==> config.mk <==
export PLATFORM = sky130hd
export DESIGN_NAME = swd_xfer_seq
export DESIGN_NICKNAME = d
export VERILOG_FILES = /design/src/rtl/swd_seq_pkg.sv /design/src/rtl/swd_ack_decode.sv /design/src/rtl/swd_idle_chunker.sv /design/src/rtl/swd_cmd_form.sv /design/src/rtl/swd_xfer_seq.sv
export SDC_FILE = /design/constraint.sdc
export NUM_CORES = 1
export LEC_CHECK = 0
export ABC_AREA = 1
export BUFFER_PORTS_ARGS = -buffer_cell sky130_fd_sc_hd__buf_2
export CAP_MARGIN = 10
export CORE_UTILIZATION = 45
export CTS_BUF_LIST = sky130_fd_sc_hd__clkbuf_16
export CTS_CLUSTER_DIAMETER = 120
export DETAILED_ROUTE_END_ITERATION = 7
export GPL_TIMING_DRIVEN = 0
export PLACE_DENSITY = 0.73
export SYNTH_ARGS = -nofsm -noshare
export SYNTH_HDL_FRONTEND = slang
export SYNTH_SLANG_ARGS = --single-unit
==> constraint.sdc <==
create_clock -name clk -period 2.1 [get_ports clk]
set_input_delay 0.105 -clock clk [delete_from_list [all_inputs] [get_ports clk]]
set_output_delay 0.105 -clock clk [all_outputs]
set_load 0.05 [all_outputs]
==> src/rtl/swd_seq_pkg.sv <==
package swd_seq_pkg;

    typedef enum logic [1:0] {
        CMD_DRIVE   = 2'd0,
        CMD_RELEASE = 2'd1,
        CMD_SAMPLE  = 2'd2
    } cmd_kind_e;

    typedef enum logic [3:0] {
        PH_REQ,
        PH_ACK,
        PH_RDAT,
        PH_TRN_RD,
        PH_TRN_WR,
        PH_WDAT,
        PH_IDLE,
        PH_DUMMY_RD,
        PH_DUMMY_TRN,
        PH_DUMMY_WR,
        PH_BACKOFF
    } phase_e;

    typedef enum logic [1:0] {
        ACK_IS_OK,
        ACK_IS_WAIT,
        ACK_IS_FAULT,
        ACK_IS_BAD
    } ack_cls_e;

    typedef enum logic [2:0] {
        RES_OK       = 3'd0,
        RES_WAIT     = 3'd1,
        RES_FAULT    = 3'd2,
        RES_PROTOCOL = 3'd3,
        RES_PARITY   = 3'd4
    } result_e;

    localparam logic [2:0] ACK_CODE_OK    = 3'b001;
    localparam logic [2:0] ACK_CODE_WAIT  = 3'b010;
    localparam logic [2:0] ACK_CODE_FAULT = 3'b100;

    typedef struct packed {
        logic       apndp;
        logic       rnw;
        logic [1:0] addr;
    } req_hdr_t;

    // Header byte, bit 0 goes on the wire first.
    function automatic logic [7:0] req_packet(req_hdr_t h);
        logic par;
        par = h.apndp ^ h.rnw ^ h.addr[0] ^ h.addr[1];
        return {1'b1, 1'b0, par, h.addr[1], h.addr[0], h.rnw, h.apndp, 1'b1};
    endfunction

endpackage

==> src/rtl/swd_ack_decode.sv <==
module swd_ack_decode
    import swd_seq_pkg::*;
#(
    parameter int RD_W  = 33,
    parameter int TRN_W = 3
) (
    input  logic [RD_W-1:0]  sample,
    input  logic [TRN_W-1:0] trn,
    output logic [2:0]       ack,
    output ack_cls_e         cls
);
    // Turnaround bits come first in the sample; the code sits above them.
    always_comb begin
        for (int i = 0; i < 3; i++) begin
            ack[i] = sample[int'(trn) + i];
        end
    end

    always_comb begin
        case (ack)
            ACK_CODE_OK:    cls = ACK_IS_OK;
            ACK_CODE_WAIT:  cls = ACK_IS_WAIT;
            ACK_CODE_FAULT: cls = ACK_IS_FAULT;
            default:        cls = ACK_IS_BAD;
        endcase
    end
endmodule

==> src/rtl/swd_idle_chunker.sv <==
module swd_idle_chunker #(
    parameter int IDLE_W = 16,
    parameter int CNT_W  = 8
) (
    input  logic              clk,
    input  logic              rst,
    input  logic              load,
    input  logic [IDLE_W-1:0] load_val,
    input  logic              step,
    output logic [CNT_W-1:0]  chunk_m1,
    output logic              last,
    output logic              empty
);
    localparam int           CHUNK_MAX = 1 << CNT_W;
    localparam logic [IDLE_W:0] CAP    = (IDLE_W+1)'(CHUNK_MAX);

    logic [IDLE_W-1:0] rem_q;
    logic [IDLE_W:0]   rem_ext;
    logic [IDLE_W:0]   chunk;

    assign rem_ext  = {1'b0, rem_q};
    assign last     = (rem_ext <= CAP);
    assign chunk    = last ? rem_ext : CAP;
    assign chunk_m1 = CNT_W'(chunk - 1'b1);
    assign empty    = (rem_q == '0);

    always_ff @(posedge clk) begin
        if (rst) begin
            rem_q <= '0;
        end else if (load) begin
            rem_q <= load_val;
        end else if (step) begin
            rem_q <= rem_q - chunk[IDLE_W-1:0];
        end
    end
endmodule

==> src/rtl/swd_cmd_form.sv <==
module swd_cmd_form
    import swd_seq_pkg::*;
#(
    parameter int DATA_W = 32,
    parameter int TRN_W  = 3,
    parameter int CNT_W  = 8
) (
    input  phase_e            phase,
    input  req_hdr_t          hdr,
    input  logic [DATA_W-1:0] wdata,
    input  logic [TRN_W-1:0]  trn,
    input  logic [CNT_W-1:0]  chunk_m1,
    output cmd_kind_e         kind,
    output logic [CNT_W-1:0]  cnt,
    output logic [DATA_W:0]   wbits
);
    localparam logic [CNT_W-1:0] FRAME_M1 = CNT_W'(DATA_W);

    logic [CNT_W-1:0] trn_c;
    assign trn_c = CNT_W'(trn);

    always_comb begin
        kind  = CMD_SAMPLE;
        cnt   = '0;
        wbits = '0;
        case (phase)
            PH_REQ: begin
                kind  = CMD_DRIVE;
                cnt   = CNT_W'(7);
                wbits = (DATA_W+1)'(req_packet(hdr));
            end
            PH_ACK:      cnt = trn_c + CNT_W'(2);
            PH_RDAT,
            PH_DUMMY_RD: cnt = FRAME_M1;
            PH_TRN_RD,
            PH_TRN_WR,
            PH_DUMMY_TRN: begin
                kind = CMD_RELEASE;
                cnt  = trn_c - CNT_W'(1);
            end
            PH_WDAT: begin
                kind  = CMD_DRIVE;
                cnt   = FRAME_M1;
                wbits = {^wdata, wdata};
            end
            PH_IDLE: begin
                kind = CMD_DRIVE;
                cnt  = chunk_m1;
            end
            PH_DUMMY_WR: begin
                kind = CMD_DRIVE;
                cnt  = FRAME_M1;
            end
            PH_BACKOFF:  cnt = trn_c + FRAME_M1;
            default:     cnt = '0;
        endcase
    end
endmodule

==> src/rtl/swd_xfer_seq.sv <==
module swd_xfer_seq
    import swd_seq_pkg::*;
#(
    parameter int DATA_W = 32,
    parameter int TRN_W  = 3,
    parameter int IDLE_W = 16,
    parameter int CNT_W  = 8
) (
    input  logic              clk,
    input  logic              rst,
    input  logic              start,
    input  logic              req_apndp,
    input  logic              req_rnw,
    input  logic [1:0]        req_addr,
    input  logic [DATA_W-1:0] wdata,
    input  logic [TRN_W-1:0]  trn_len,
    input  logic [IDLE_W-1:0] idle_cycles,
    input  logic              dummy_on_fault,
    output logic              busy,
    output logic              done,
    output logic [2:0]        res_code,
    output logic [2:0]        ack_raw,
    output logic [DATA_W-1:0] rdata,
    output logic              cmd_valid,
    input  logic              cmd_ready,
    output logic [1:0]        cmd_kind,
    output logic [CNT_W-1:0]  cmd_cnt,
    output logic [DATA_W:0]   cmd_wdata,
    input  logic              op_done,
    input  logic [DATA_W:0]   op_rdata
);
    localparam int RD_W = DATA_W + 1;

    logic              busy_q, done_q, issued_q, dummy_q;
    phase_e            phase_q, phase_nxt;
    req_hdr_t          hdr_q;
    logic [DATA_W-1:0] wdata_q, rdata_q;
    logic [TRN_W-1:0]  trn_q;
    logic [2:0]        ack_q;
    result_e           res_q;
    logic              finish;

    logic              launch, op_end;
    logic [2:0]        ack_bits;
    ack_cls_e          ack_cls;
    logic [CNT_W-1:0]  chunk_m1;
    logic              chunk_last, idle_empty;
    cmd_kind_e         kind;

    assign launch = !busy_q && start;
    assign op_end = busy_q && issued_q && op_done;

    swd_ack_decode #(.RD_W(RD_W), .TRN_W(TRN_W)) u_ack (
        .sample (op_rdata),
        .trn    (trn_q),
        .ack    (ack_bits),
        .cls    (ack_cls)
    );

    swd_idle_chunker #(.IDLE_W(IDLE_W), .CNT_W(CNT_W)) u_idle (
        .clk      (clk),
        .rst      (rst),
        .load     (launch),
        .load_val (idle_cycles),
        .step     (op_end && phase_q == PH_IDLE),
        .chunk_m1 (chunk_m1),
        .last     (chunk_last),
        .empty    (idle_empty)
    );

    swd_cmd_form #(.DATA_W(DATA_W), .TRN_W(TRN_W), .CNT_W(CNT_W)) u_form (
        .phase    (phase_q),
        .hdr      (hdr_q),
        .wdata    (wdata_q),
        .trn      (trn_q),
        .chunk_m1 (chunk_m1),
        .kind     (kind),
        .cnt      (cmd_cnt),
        .wbits    (cmd_wdata)
    );

    // Successor of the phase whose command just completed.
    always_comb begin
        phase_nxt = phase_q;
        finish    = 1'b0;
        case (phase_q)
            PH_REQ: phase_nxt = PH_ACK;
            PH_ACK: begin
                case (ack_cls)
                    ACK_IS_OK:    phase_nxt = hdr_q.rnw ? PH_RDAT : PH_TRN_WR;
                    ACK_IS_WAIT,
                    ACK_IS_FAULT: phase_nxt = (dummy_q && hdr_q.rnw) ? PH_DUMMY_RD
                                                                      : PH_DUMMY_TRN;
                    default:      phase_nxt = PH_BACKOFF;
                endcase
            end
            PH_RDAT:     phase_nxt = PH_TRN_RD;
            PH_TRN_WR:   phase_nxt = PH_WDAT;
            PH_TRN_RD,
            PH_WDAT: begin
                if (idle_empty) finish = 1'b1;
                else            phase_nxt = PH_IDLE;
            end
            PH_IDLE:     finish = chunk_last;
            PH_DUMMY_RD: phase_nxt = PH_DUMMY_TRN;
            PH_DUMMY_TRN: begin
                if (dummy_q && !hdr_q.rnw) phase_nxt = PH_DUMMY_WR;
                else                       finish = 1'b1;
            end
            default:     finish = 1'b1;
        endcase
    end

    always_ff @(posedge clk) begin
        if (rst) begin
            busy_q   <= 1'b0;
            done_q   <= 1'b0;
            issued_q <= 1'b0;
            dummy_q  <= 1'b0;
            phase_q  <= PH_REQ;
            hdr_q    <= '0;
            wdata_q  <= '0;
            rdata_q  <= '0;
            trn_q    <= '0;
            ack_q    <= '0;
            res_q    <= RES_OK;
        end else begin
            done_q <= 1'b0;
            if (launch) begin
                busy_q   <= 1'b1;
                issued_q <= 1'b0;
                phase_q  <= PH_REQ;
                hdr_q    <= '{apndp: req_apndp, rnw: req_rnw, addr: req_addr};
                wdata_q  <= wdata;
                trn_q    <= trn_len;
                dummy_q  <= dummy_on_fault;
                ack_q    <= '0;
                rdata_q  <= '0;
                res_q    <= RES_OK;
            end else if (busy_q) begin
                if (cmd_valid && cmd_ready) issued_q <= 1'b1;
                if (op_end) begin
                    issued_q <= 1'b0;
                    phase_q  <= phase_nxt;
                    if (phase_q == PH_ACK) begin
                        ack_q <= ack_bits;
                        case (ack_cls)
                            ACK_IS_OK:    res_q <= RES_OK;
                            ACK_IS_WAIT:  res_q <= RES_WAIT;
                            ACK_IS_FAULT: res_q <= RES_FAULT;
                            default:      res_q <= RES_PROTOCOL;
                        endcase
                    end
                    if (phase_q == PH_RDAT) begin
                        rdata_q <= op_rdata[DATA_W-1:0];
                        if ((^op_rdata[DATA_W-1:0]) != op_rdata[DATA_W])
                            res_q <= RES_PARITY;
                    end
                    if (finish) begin
                        busy_q <= 1'b0;
                        done_q <= 1'b1;
                    end
                end
            end
        end
    end

    assign busy      = busy_q;
    assign done      = done_q;
    assign res_code  = res_q;
    assign ack_raw   = ack_q;
    assign rdata     = rdata_q;
    assign cmd_valid = busy_q && !issued_q;
    assign cmd_kind  = kind;
endmodule

== Yosys cells after proc, flatten, opt, wreduce, memory -nomap -nowiden ==
Index checks and enable logic that the tools add are counted.

* Output and inout port bits: 84
* Flip-flop bits (word level): 101
* Bits of input ports: 94

* Muxes and demuxes: 35
* Order comparisons: 4
* Equal/unequal tests: 18
* Reductions and logical operators: 32
* Bitwise logic cells: 5
* Add/subtract/negate cells: 7

{| class="wikitable"
|+ Operators by type and width
! cell !! count
|-
| $pmux W33 S2 || 1
|-
| $lt A32 B8 Y1 const B || 2
|-
| $reduce_xor A32 Y1 || 2
|-
| $mux W16 || 3
|-
| $pmux W8 S6 || 1
|-
| $pmux W4 S7 || 1
|-
| $eq A4 B3 Y1 const B || 4
|-
| $le A16 B9 Y1 const B || 1
|-
| $logic_not A16 Y1 || 1
|-
| $sub A16 B16 Y16 || 1
|-
| $mux W1 || 14
|-
| $bmux W1 S6 || 2
|-
| $eq A4 B4 Y1 const B || 3
|-
| $mux W3 || 4
|-
| $mux W4 || 3
|-
| $pmux W2 S3 || 2
|-
| $reduce_or A4 Y1 || 3
|-
| $add A3 B2 Y4 const B || 2
|-
| $eq A4 B2 Y1 const B || 2
|-
| $logic_and A1 B1 Y1 || 8
|-
| $pmux W4 S2 || 1
|-
| $sub A8 B1 Y8 const B || 1
|-
| $add A3 B6 Y7 const B || 1
|-
| $lt A3 B7 Y1 const B || 1
|-
| other kinds (26) || 37
|}

== Depth between registers and ports, before layout ==
Gate-level depths: netlist of the first run.

* Depth after elaboration: 11
* Depth in mapped cells: 17
* Depth with buffers taken out: 16

== Modules after synthesis ==
A second synthesis of the first run with hierarchy kept.

* Cells, all modules: 1160
* Area total of the unflattened synthesis: 7145.6 µm²

{| class="wikitable"
|+ By module, submodules not included
! module !! sequential area each (µm²) !! area each (µm²) !! times used !! cells each
|-
| swd_xfer_seq || 1701.6 || 3938.8 || 1 || 575
|-
| swd_cmd_form || 0.0 || 1366.3 || 1 || 286
|-
| swd_idle_chunker || 320.3 || 1283.7 || 1 || 188
|-
| swd_ack_decode || 0.0 || 556.8 || 1 || 111
|}

== Worst setup path after synthesis of the first run ==
No wires, ideal clock.

* Path type: register -> output
* Start: reg phase_q[3]
* End: out cmd_kind[1]
* Cell stages (with the launch flop): 7
* Path slack: -0.707 ns
* Data arrival time: 2.702 ns
* Cell sequence: dfxtp_1 -> inv_1 -> nand2_2 -> nor2_1 -> nor2_1 -> nand2_1 -> nor4_1

* Cells in the longest elaborated chain, start to end: 3

{| class="wikitable"
|+ RTL lines
! element !! line !! RTL
|-
| start: declaration || swd_xfer_seq.sv:35 || <nowiki>phase_e phase_q, phase_nxt;</nowiki>
|-
| start signal: assignment || swd_xfer_seq.sv:144 || <nowiki>phase_q <= phase_nxt;</nowiki>
|-
| $eq A4 B3 Y1 (tied with other cells) || swd_cmd_form.sv:26 || <nowiki>case (phase)</nowiki>
|-
| $reduce_or A4 Y1 (no source line) / $reduce_or A3 Y1 (equally long branches) || -- ||
|-
| $pmux W2 S2 * || swd_cmd_form.sv:26 ||
|-
| end: declaration || swd_xfer_seq.sv:26 || <nowiki>output logic [1:0] cmd_kind,</nowiki>
|}

Every way passes the cells marked *; elsewhere a longest branch is shown, timed or not.

== Worst setup path after layout of the first run ==
* Start: reg u_idle.rem_q[5]
* End: out cmd_cnt[2]

* Cells in the longest elaborated chain, start to end: 4

{| class="wikitable"
|+ RTL lines
! element !! line !! RTL
|-
| start: declaration || swd_idle_chunker.sv:17 || <nowiki>logic [IDLE_W-1:0] rem_q;</nowiki>
|-
| start signal: assignment || swd_idle_chunker.sv:31 || <nowiki>rem_q <= load_val;</nowiki>
|-
| start signal: assignment || swd_idle_chunker.sv:33 || <nowiki>rem_q <= rem_q - chunk[IDLE_W-1:0];</nowiki>
|-
| $le A16 B9 Y1 || swd_idle_chunker.sv:22 || <nowiki>assign last = (rem_ext <= CAP);</nowiki>
|-
| $mux W16 || swd_idle_chunker.sv:23 || <nowiki>assign chunk = last ? rem_ext : CAP;</nowiki>
|-
| $sub A8 B1 Y8 || swd_idle_chunker.sv:24 || <nowiki>assign chunk_m1 = CNT_W'(chunk - 1'b1);</nowiki>
|-
| $pmux W8 S6 || swd_cmd_form.sv:26 ||
|-
| end: declaration || swd_xfer_seq.sv:27 || <nowiki>output logic [CNT_W-1:0] cmd_cnt,</nowiki>
|}

Every way passes these cells.

==> qor.txt, run 1 <==
area fraction of the dominant cell type after synthesis: 32.3%
Synth Area in Compound Gates: 18.4%
Max-slew headroom: 61.0%
failing checks: setup timing
met1 usage: 30.9%
Req. time, crit path: 2.00 ns
DP HPWL: 13.6 mm
clk_lat worst skew: 0.36 ns
unrepaired setup endpoints after global routing: yes
I/O pins: 178
sequential cell area: 2070 sq um
initial antenna violation count: 0
Die H: 120 um
Synth Area in XOR/XNOR: 9.37%
CTS tree: done
NetSw: 1.96 mW
VDD IR max: 0.448 mV
# DRC: 0
FF-to-FF End: phase_q[3]$_SDFFE_PP0P_
CTS max path bufs: 2
area of the multi-input gates: 4080 sq um
Starting DRT DRC Count: 416
layout cells sized above 1: 32.1%
Gate power share: 31.4%
first-pass GRT wire length: 29.3 mm
core area: 13,400 sq um
WS Path Type: reg2out
Final ANT Viol Nets: 0
GPL Wtd Cong: 0.899
WHS Path Cells: 3
# port buffers: 176
Cell Area, Synth: 6270 sq um
Yosys reg bits: 101
max cap viols: 0
Synthesized Nets: 1,056
clock buffer count from CTS: 9
CP Capture Type: output port
DP Area: 7390 sq um
r2r setup slk: -0.01 ns
CTS clk-pin slew, worst paths: 0.07 ns
Arr. time, crit path: 2.26 ns
internal power: 3.79 mW
post-route minimum period: 2.37 ns
fmax: 422 MHz
largest net degree at the start of global routing: 18
cells after synthesis: 956
Seq/Total Area, Yosys: 32.3%
via count: 7,085
Synth Area in Simple Gates: 29.9%
Register-to-Register Path Depth: 17
Chip Width: 120 um
CP Max Fanout: 5
Synth area leaders: dfxtp_1 32%, nand2_1 13%, nor2_1 7.3%, o21ai_0 7.0%, xnor2_1 6.0%
CTS root buf: clkbuf_16
area leader, netlist: dfxtp_1
Antenna Diode Count: 0
Synth Area in Adders: 1.20%
Pins Over Slew Limit: 0
Avg Cell Area, Syn: 6.55 sq um
GR Util met3: 5.61%
Yosys cell types: 45
vias per cell: 5.17
Final #Nets: 1,290
P&R area growth vs syn: 37.7%
sw frac: 34.1%
Starting Density: 46.8%
Yosys warnings: 0
post-layout worst setup margin: -0.269 ns
GRT overflow: 0
Reg power frac: 36.5%
FILL cells: 1,239
P per Cell Area: 667 nW/um^2
gr usage total: 25.4%
largest family of logic cells by synthesized area: simple AND/OR/NAND/NOR gates
Cell Rows: 42
met2 GRT Util: 43.7%
power consumption: 5.76 mW
clk sink count: 101
clock share of power: 32.0%
post-layout instance area: 8630 sq um
routed len/inst: 14.0 um
Synth async-reset ratio: 0%
status: finished with violations
mux cell area share after synthesis: 0%
period utilization: 113%
Reg2Reg Launch Point: trn_q[0]$_SDFFE_PP0P_
CP Launch Type: flip-flop
static leakage: 4.09 nW
Final Hold Vio Count: 0
busiest grt layer: met2
hold endpoint: u_idle.rem_q[5]$_SDFFE_PP0P_
routed wire length: 19.2 mm
final setup TNS: -1.47 ns
Setup Skew: 0.00489 ns
H-tree depth: 3
commonest register cell after synthesis: dfxtp_1
post-layout util: 64.4%
Post-synth EDFFs: 0
TritonRoute pass-1 iters: 4
vias in the first global route: 6,312
die area: 14,400 sq um
hold path start: idle_cycles[5]
worst slew pin tran: 0.585 ns
Min-Delay Path Class: in2reg
# setup viols final: 8
[layout by cell type (no fill, tap or decap), types with 9 or more instances in the layout]
master | netlist | routed
nand2_1 | 219 | 205
buf_2 | 9 | 165
nor2_1 | 122 | 110
o21ai_0 | 88 | 84
inv_1 | 83 | 77
dfxtp_1 | 101 | 77
a21oi_1 | 73 | 69
nand3_1 | 59 | 47
buf_4 | 2 | 43
xnor2_1 | 43 | 40
xor2_1 | 24 | 23
clkbuf_1 | 22 | 19
inv_2 | 16 | 18
nand2_2 | 10 | 17
dfxtp_2 | 0 | 16
nor2_4 | 6 | 14
dlygate4sd3_1 | 0 | 13
nand3_2 | 3 | 12
o21ai_2 | 2 | 9
clkbuf_16 | 0 | 9
[worst max-delay path, stage by stage (launching register included)]
cell and delay [ns]:
dfxtp_4 0.37, nor2_2 0.14, nand2_1 0.09, nor2_2 0.15, nand2_2 0.10, nand2_4 0.12
nand2_4 0.08, ha_4 0.17, o21ai_2 0.14, a21oi_2 0.04, a2111o_1 0.33, buf_6 0.17
[cell usage after synthesis, types with 3 or more instances]
master,n
nor2_1,122
xnor2_1,43
nand3_1,59
o21ai_0,88
a31oi_1,5
o221ai_1,4
nor3_1,6
dfxtp_1,101
o211ai_1,8
nand2_2,10
clkbuf_1,22
o21ai_1,7
xor2_1,24
nand2_1,219
nor4_1,3
buf_6,3
inv_2,16
nor2_4,6
a21oi_1,73
inv_1,83
a22o_1,3
nor2_2,4
buf_2,9
nand3b_1,3
o211ai_2,3
nand3_2,3
ha_1,6
[routing by layer]
| metal | routed length [um] | part of all wire, % |
|---|---|---|
| met1 | 8060 | 42 |
| met2 | 9420 | 49 |
| met3 | 1240 | 6.5 |
| met4 | 443 | 2.3 |
| met5 | 0 | 0 |
[worst max path at each step]
stage	depth (start not counted)	end	start	slack [ns]
3_3_place_gp	16	phase_q[2]$_SDFFE_PP0P_	trn_q[1]$_SDFFE_PP0P_	-0.34
4_1_cts	11	cmd_cnt[2]	u_idle.rem_q[14]$_SDFFE_PP0P_	-0.23
2_1_floorplan	6	cmd_kind[1]	phase_q[3]$_SDFFE_PP0P_	-0.13
3_5_place_dp	14	phase_q[0]$_SDFFE_PP0P_	trn_q[1]$_SDFFE_PP0P_	-0.37
5_1_grt	11	cmd_cnt[2]	u_idle.rem_q[2]$_SDFFE_PP0P_	-0.32
6_report	11	cmd_cnt[2]	u_idle.rem_q[5]$_SDFFE_PP0P_	-0.27
[kinds of logic (layout without fill, tap and decap cells)]
logic type,after synthesis,in the layout
adder cells (fa/ha/maj),6,6
other,1,1
buffers and inverters,136,375
XOR/XNOR,67,67
flip-flops,101,101
AND/OR/NAND/NOR,440,440
AO/OA/AOI/OAI,205,205
[per-stage QoR]
stage	cells	setup WS [ns]	hold slack, ns
global route	1371	-0.325	0.0220
global placement	1308	-0.342	0.329
CTS	1353	-0.226	0.00646
finish	1371	-0.269	0.00836
detailed placement	1308	-0.373	0.337
floorplan	956	-0.127	0.240
[timing repair]
action	4_1_cts	5_1_grt
gates resized for setup	69	98
setup buffers	16	19
hold buffers	13	0
setup endpoints to repair	49	87
pin swaps	15	29
hold endpoints to repair	13	0
[sequential cells by signal, indices dropped and copies added (netlist names), 3 cells and up]
| register | count |
|---|---|
| ack_raw | 3 |
| hdr_q | 4 |
| phase_q | 4 |
| rdata | 32 |
| res_code | 3 |
| trn_q | 3 |
| u_idle.rem_q | 16 |
| wdata_q | 32 |
[final cells by class]
cell class	count	share of cell area (%)
buffer	35	2.12
clock buffer	9	2.61
clock inverter	7	1.13
inverter	100	4.57
multi-input combinational	719	47.3
sequential	101	24.0
tap	176	2.55
timing repair buffer	224	15.7
[power by group through the flow]
stage / logic, mW / registers [mW] / clock network (mW)
floorplan: 1.12 / 2.12 / 0
global placement: 1.45 / 2.13 / 0
detailed placement: 1.48 / 2.13 / 0
CTS: 1.61 / 2.09 / 1.87
global route: 2.00 / 2.11 / 1.93
finish: 1.81 / 2.10 / 1.84
Power figures use the tool's default switching activity.
==> run 2: changes to the inputs <==
--- a/config.mk
+++ b/config.mk
@@ -14,6 +14,7 @@
 export DETAILED_ROUTE_END_ITERATION = 7
 export GPL_TIMING_DRIVEN = 0
 export PLACE_DENSITY = 0.73
+export RECOVER_POWER = 100
 export SYNTH_ARGS = -nofsm -noshare
 export SYNTH_HDL_FRONTEND = slang
 export SYNTH_SLANG_ARGS = --single-unit
==> qor.txt, run 2 (same netlist as run 1, synthesis figures left out) <==
status: finished with violations
failing checks: setup timing
CTS root buf: clkbuf_16
I/O pins: 178
layout cells sized above 1: 28.2%
clock buffer count from CTS: 9
unrepaired setup endpoints after global routing: yes
clk sink count: 101
P&R area growth vs syn: 36.6%
CTS clk-pin slew, worst paths: 0.07 ns
post-route minimum period: 2.37 ns
largest net degree at the start of global routing: 18
cell total after placement: 1,308
# setup viols final: 9
fmax: 422 MHz
GPL Wtd Cong: 0.899
Starting Density: 46.8%
VDD IR max: 0.444 mV
core area: 13,400 sq um
CTS tree: done
Antenna Diode Count: 0
CP Max Fanout: 5
Arr. time, crit path: 2.26 ns
Final Hold Vio Count: 0
CTS max path bufs: 2
max cap viols: 0
clk_lat worst skew: 0.36 ns
TritonRoute pass-1 iters: 5
final setup TNS: -1.47 ns
post-layout instance area: 8560 sq um
GRT overflow: 0
Cell Rows: 42
DP HPWL: 13.6 mm
DP Area: 7390 sq um
Chip Width: 120 um
period utilization: 113%
power consumption: 5.75 mW
die area: 14,400 sq um
Die H: 120 um
first-pass GRT wire length: 29.3 mm
post-layout util: 63.9%
r2r setup slk: -0.03 ns
Final #Nets: 1,290
Final ANT Viol Nets: 0
Max-slew headroom: 52.0%
P per Cell Area: 672 nW/um^2
via count: 7,072
initial antenna violation count: 0
vias in the first global route: 6,312
Pins Over Slew Limit: 0
Starting DRT DRC Count: 383
# DRC: 0
post-layout worst setup margin: -0.268 ns
CP Launch Type: flip-flop
routed wire length: 19.2 mm
worst slew pin tran: 0.717 ns
# port buffers: 176
FILL cells: 1,266
sequential cell area: 2070 sq um
Setup Skew: 0.00423 ns
routed len/inst: 14.0 um
Min-Delay Path Class: in2reg
area of the multi-input gates: 4070 sq um
WS Path Type: reg2out
most common cell after layout, fill and taps aside: nand2_1
CP Capture Type: output port
static leakage: 3.90 nW
Req. time, crit path: 2.00 ns
most frequent cells in the layout: 206 x nand2_1, 112 x nor2_1, 109 x buf_2
H-tree depth: 3
gr usage total: 25.4%
Cell Count, Final, Fillers Out: 1,371
vias per cell: 5.16
[run 2: cell types whose count changed in the layout (fill, tap and decap cells not counted), sizes merged]
cell    before  now
buf        218  162
clkbuf      37   93
[run 2: power breakdown]
part / internal, mW / switching, mW / total [mW]
Combinational: 0.734 / 1.08 / 1.81
Clock: 1.05 / 0.793 / 1.84
Sequential: 2.01 / 0.0937 / 2.10
Total: 3.79 / 1.96 / 5.75
[run 2: timing repair]
| item | 4_1_cts | 5_1_grt |
|---|---|---|
| hold endpoints to repair | 13 | 0 |
| hold buffers | 13 | 0 |
| setup endpoints to repair | 49 | 87 |
| pin swaps | 15 | 29 |
| resized for setup | 69 | 98 |
| setup buffers | 16 | 19 |
[run 2: critical path, stage by stage (launching register included)]
cell and delay [ns]:
dfxtp_4 0.37, nor2_2 0.14, nand2_1 0.09, nor2_2 0.15, nand2_2 0.09, nand2_4 0.12, nand2_4 0.08, ha_4 0.17
o21ai_2 0.14, a21oi_2 0.04, a2111o_1 0.33, buf_6 0.17
[run 2: cell type report]
| class | instances | area share (%) |
|---|---|---|
| multi-input combinational | 719 | 47.5 |
| sequential | 101 | 24.2 |
| timing repair buffer | 224 | 15.2 |
| inverter | 100 | 4.61 |
| clock buffer | 9 | 2.63 |
| tap | 176 | 2.57 |
| buffer | 35 | 2.13 |
| clock inverter | 7 | 1.14 |
[run 2: per-layer routing]
layer,vias to the layer above,track usage [%],share of wire (%)
met3,34,5.61,6.8
met2,275,43.7,49
met5,-,0,0
met1,3195,30.9,42
met4,0,8.98,2.3
li1,3568,-,-
[run 2: stage by stage]
stage               worst slack, ns  hold slack (ns)
floorplan                    -0.127            0.240
global placement             -0.342            0.329
detailed placement           -0.373            0.337
CTS                          -0.226          0.00646
global route                 -0.325           0.0221
finish                       -0.268          0.00689
[run 2: final timing paths]
path / startpoint / end / cells past startpoint
worst min-delay path: idle_cycles[5] / u_idle.rem_q[5]$_SDFFE_PP0P_ / 3
worst min register to register: u_idle.rem_q[15]$_SDFFE_PP0P_ / u_idle.rem_q[15]$_SDFFE_PP0P_ / 2
worst max-delay path: u_idle.rem_q[5]$_SDFFE_PP0P_ / cmd_cnt[2] / 11
worst max register to register: trn_q[0]$_SDFFE_PP0P_ / phase_q[3]$_SDFFE_PP0P_ / 17
==> run 3: changes to the inputs <==
==> constraint.sdc (replaced) <==
create_clock -name clk -period 2.1 [get_ports clk]
set_input_delay 0.63 -clock clk [delete_from_list [all_inputs] [get_ports clk]]
set_output_delay 0.63 -clock clk [all_outputs]
set_load 0.05 [all_outputs]
==> qor.txt, run 3 (same netlist as run 1, synthesis figures left out) <==
CP max stage delay: 0.39 ns
routed wire length: 21.0 mm
post-route minimum period: 2.94 ns
routed len/inst: 15.2 um
Starting DRT DRC Count: 440
most frequent cells in the layout: 200 x nand2_1, 98 x buf_2, 84 x o21ai_0
# setup viols final: 73
Reg power frac: 36.7%
clk sink count: 101
CTS root buf: clkbuf_16
met2 GRT Util: 46.9%
Hold-fix buffers, CTS: 0
TritonRoute pass-1 iters: 5
Antenna Diode Count: 0
fmax: 340 MHz
status: finished with violations
# port buffers: 176
unrepaired setup endpoints after global routing: yes
P&R area growth vs syn: 48.7%
Chip Width: 120 um
Final #Nets: 1,301
Die H: 120 um
GR Util met3: 5.32%
Critical-path top delay cell: a2111o_2
hold endpoint: u_idle.rem_q[15]$_SDFFE_PP0P_
Req. time, crit path: 1.47 ns
CTS clk-pin slew, worst paths: 0.07 ns
WS Path Type: reg2out
sw frac: 36.1%
vias per cell: 5.31
Setup Skew: 0.00656 ns
static leakage: 4.11 nW
met1 usage: 33.1%
die area: 14,400 sq um
hold path start: u_idle.rem_q[15]$_SDFFE_PP0P_
worst-path cell chain: nor2_4, nand3_4, nor2_4, nand2_2, nand2_4, nand2_4, ha_4, o21ai_2, a21oi_1, a2111o_2, buf_8
CTS max path bufs: 2
# DRC: 0
CTS tree: done
Min-Delay Path Class: reg2reg
I/O pins: 178
P per Cell Area: 611 nW/um^2
Max-slew headroom: 48.3%
FILL cells: 1,118
power consumption: 5.70 mW
Buf/Inv on CP: 1
Starting Density: 46.8%
worst slew pin tran: 0.773 ns
Pins Over Slew Limit: 0
Cell Count, Final, Fillers Out: 1,382
first-pass GRT wire length: 31.7 mm
most common cell after layout, fill and taps aside: nand2_1
Register-to-Register Path Depth: 13
layout cells sized above 1: 34.1%
period utilization: 140%
internal power: 3.64 mW
Final ANT Viol Nets: 0
NetSw: 2.06 mW
H-tree depth: 3
clk_lat worst skew: 0.35 ns
WHS Path Cells: 2
Min Hold Slack: 0.472 ns
cell total after placement: 1,308
via count: 7,341
failing checks: setup timing
vias in the first global route: 6,711
CP Max Fanout: 5
gr usage total: 27.3%
largest net degree at the start of global routing: 19
Cell Rows: 42
clock share of power: 27.5%
GPL Wtd Cong: 0.912
GRT overflow: 0
initial antenna violation count: 0
CP top delay family: simple AND/OR/NAND/NOR gates
Reg2Reg Launch Point: phase_q[1]$_SDFFE_PP0P_
FF-to-FF End: u_idle.rem_q[11]$_SDFFE_PP0P_
CP Capture Type: output port
r2r setup slk: -0.22 ns
DP HPWL: 13.6 mm
Final Hold Vio Count: 0
CP Launch Type: flip-flop
busiest grt layer: met2
max cap viols: 0
Arr. time, crit path: 2.31 ns
VDD IR max: 0.440 mV
post-layout worst setup margin: -0.838 ns
Gate power share: 35.8%
core area: 13,400 sq um
clock buffer count from CTS: 9
run 3: cell type report:
type / instances / area (sq um) / share of cell area, %
clock buffer: 9 / 225 / 2.42
timing repair buffer: 237 / 1690 / 18.2
clock inverter: 7 / 41.3 / 0.443
buffer: 33 / 214 / 2.30
inverter: 100 / 437 / 4.69
tap: 176 / 220 / 2.36
sequential: 101 / 2100 / 22.5
multi-input combinational: 719 / 4390 / 47.1
run 3: power groups by stage:
stage / Sequential, mW / Clock [mW] / Combinational (mW)
floorplan: 2.12 / 0 / 1.18
global placement: 2.13 / 0 / 1.51
detailed placement: 2.13 / 0 / 1.53
CTS: 2.08 / 1.60 / 1.78
global route: 2.10 / 1.67 / 2.21
finish: 2.09 / 1.56 / 2.04
run 3: worst max-delay path by stage:
stage / end / slack, ns / startpoint / depth (start not counted)
after floorplan: cmd_cnt[1] / -0.47 / u_idle.rem_q[3]$_SDFFE_PP0P_ / 11
after global placement: cmd_cnt[2] / -0.72 / u_idle.rem_q[4]$_SDFFE_PP0P_ / 11
after detailed placement: cmd_cnt[2] / -0.73 / u_idle.rem_q[4]$_SDFFE_PP0P_ / 11
after CTS: cmd_cnt[2] / -0.79 / u_idle.rem_q[3]$_SDFFE_PP0P_ / 11
after global routing: cmd_cnt[2] / -0.89 / u_idle.rem_q[1]$_SDFFE_PP0P_ / 11
final: cmd_cnt[2] / -0.84 / u_idle.rem_q[1]$_SDFFE_PP0P_ / 11
run 3: per-stage QoR:
step / setup TNS [ns] / cell area [sq um] / util, % / setup WS (ns)
2_1_floorplan: -2.63 / 6540 / - / -0.468
3_3_place_gp: -26.26 / 7640 / 57.0 / -0.722
3_5_place_dp: -28.52 / 7640 / 57.0 / -0.726
4_1_cts: -13.26 / 8870 / 66.2 / -0.794
5_1_grt: -25.95 / 9320 / 69.5 / -0.892
6_report: -18.18 / 9320 / 69.5 / -0.838
run 3: tightest hold or removal path, cell delays in order (launching register included):
cell,delay (ns)
dfxtp_1,0.31
nand2_1,0.06
a21oi_1,0.06
run 3: what timing repair did:
action | 4_1_cts | 5_1_grt
resized for setup | 206 | 97
cloned | 3 | 0
buffers inserted | 36 | 25
endpoints found under the setup margin | 70 | 102
pin swaps | 37 | 41
run 3: metal layers:
| metal | vias to the layer above | part of all wire (%) |
|---|---|---|
| li1 | 3594 | - |
| met4 | 0 | 3.0 |
| met3 | 54 | 5.9 |
| met2 | 308 | 50 |
| met5 | - | 0 |
| met1 | 3385 | 41 |
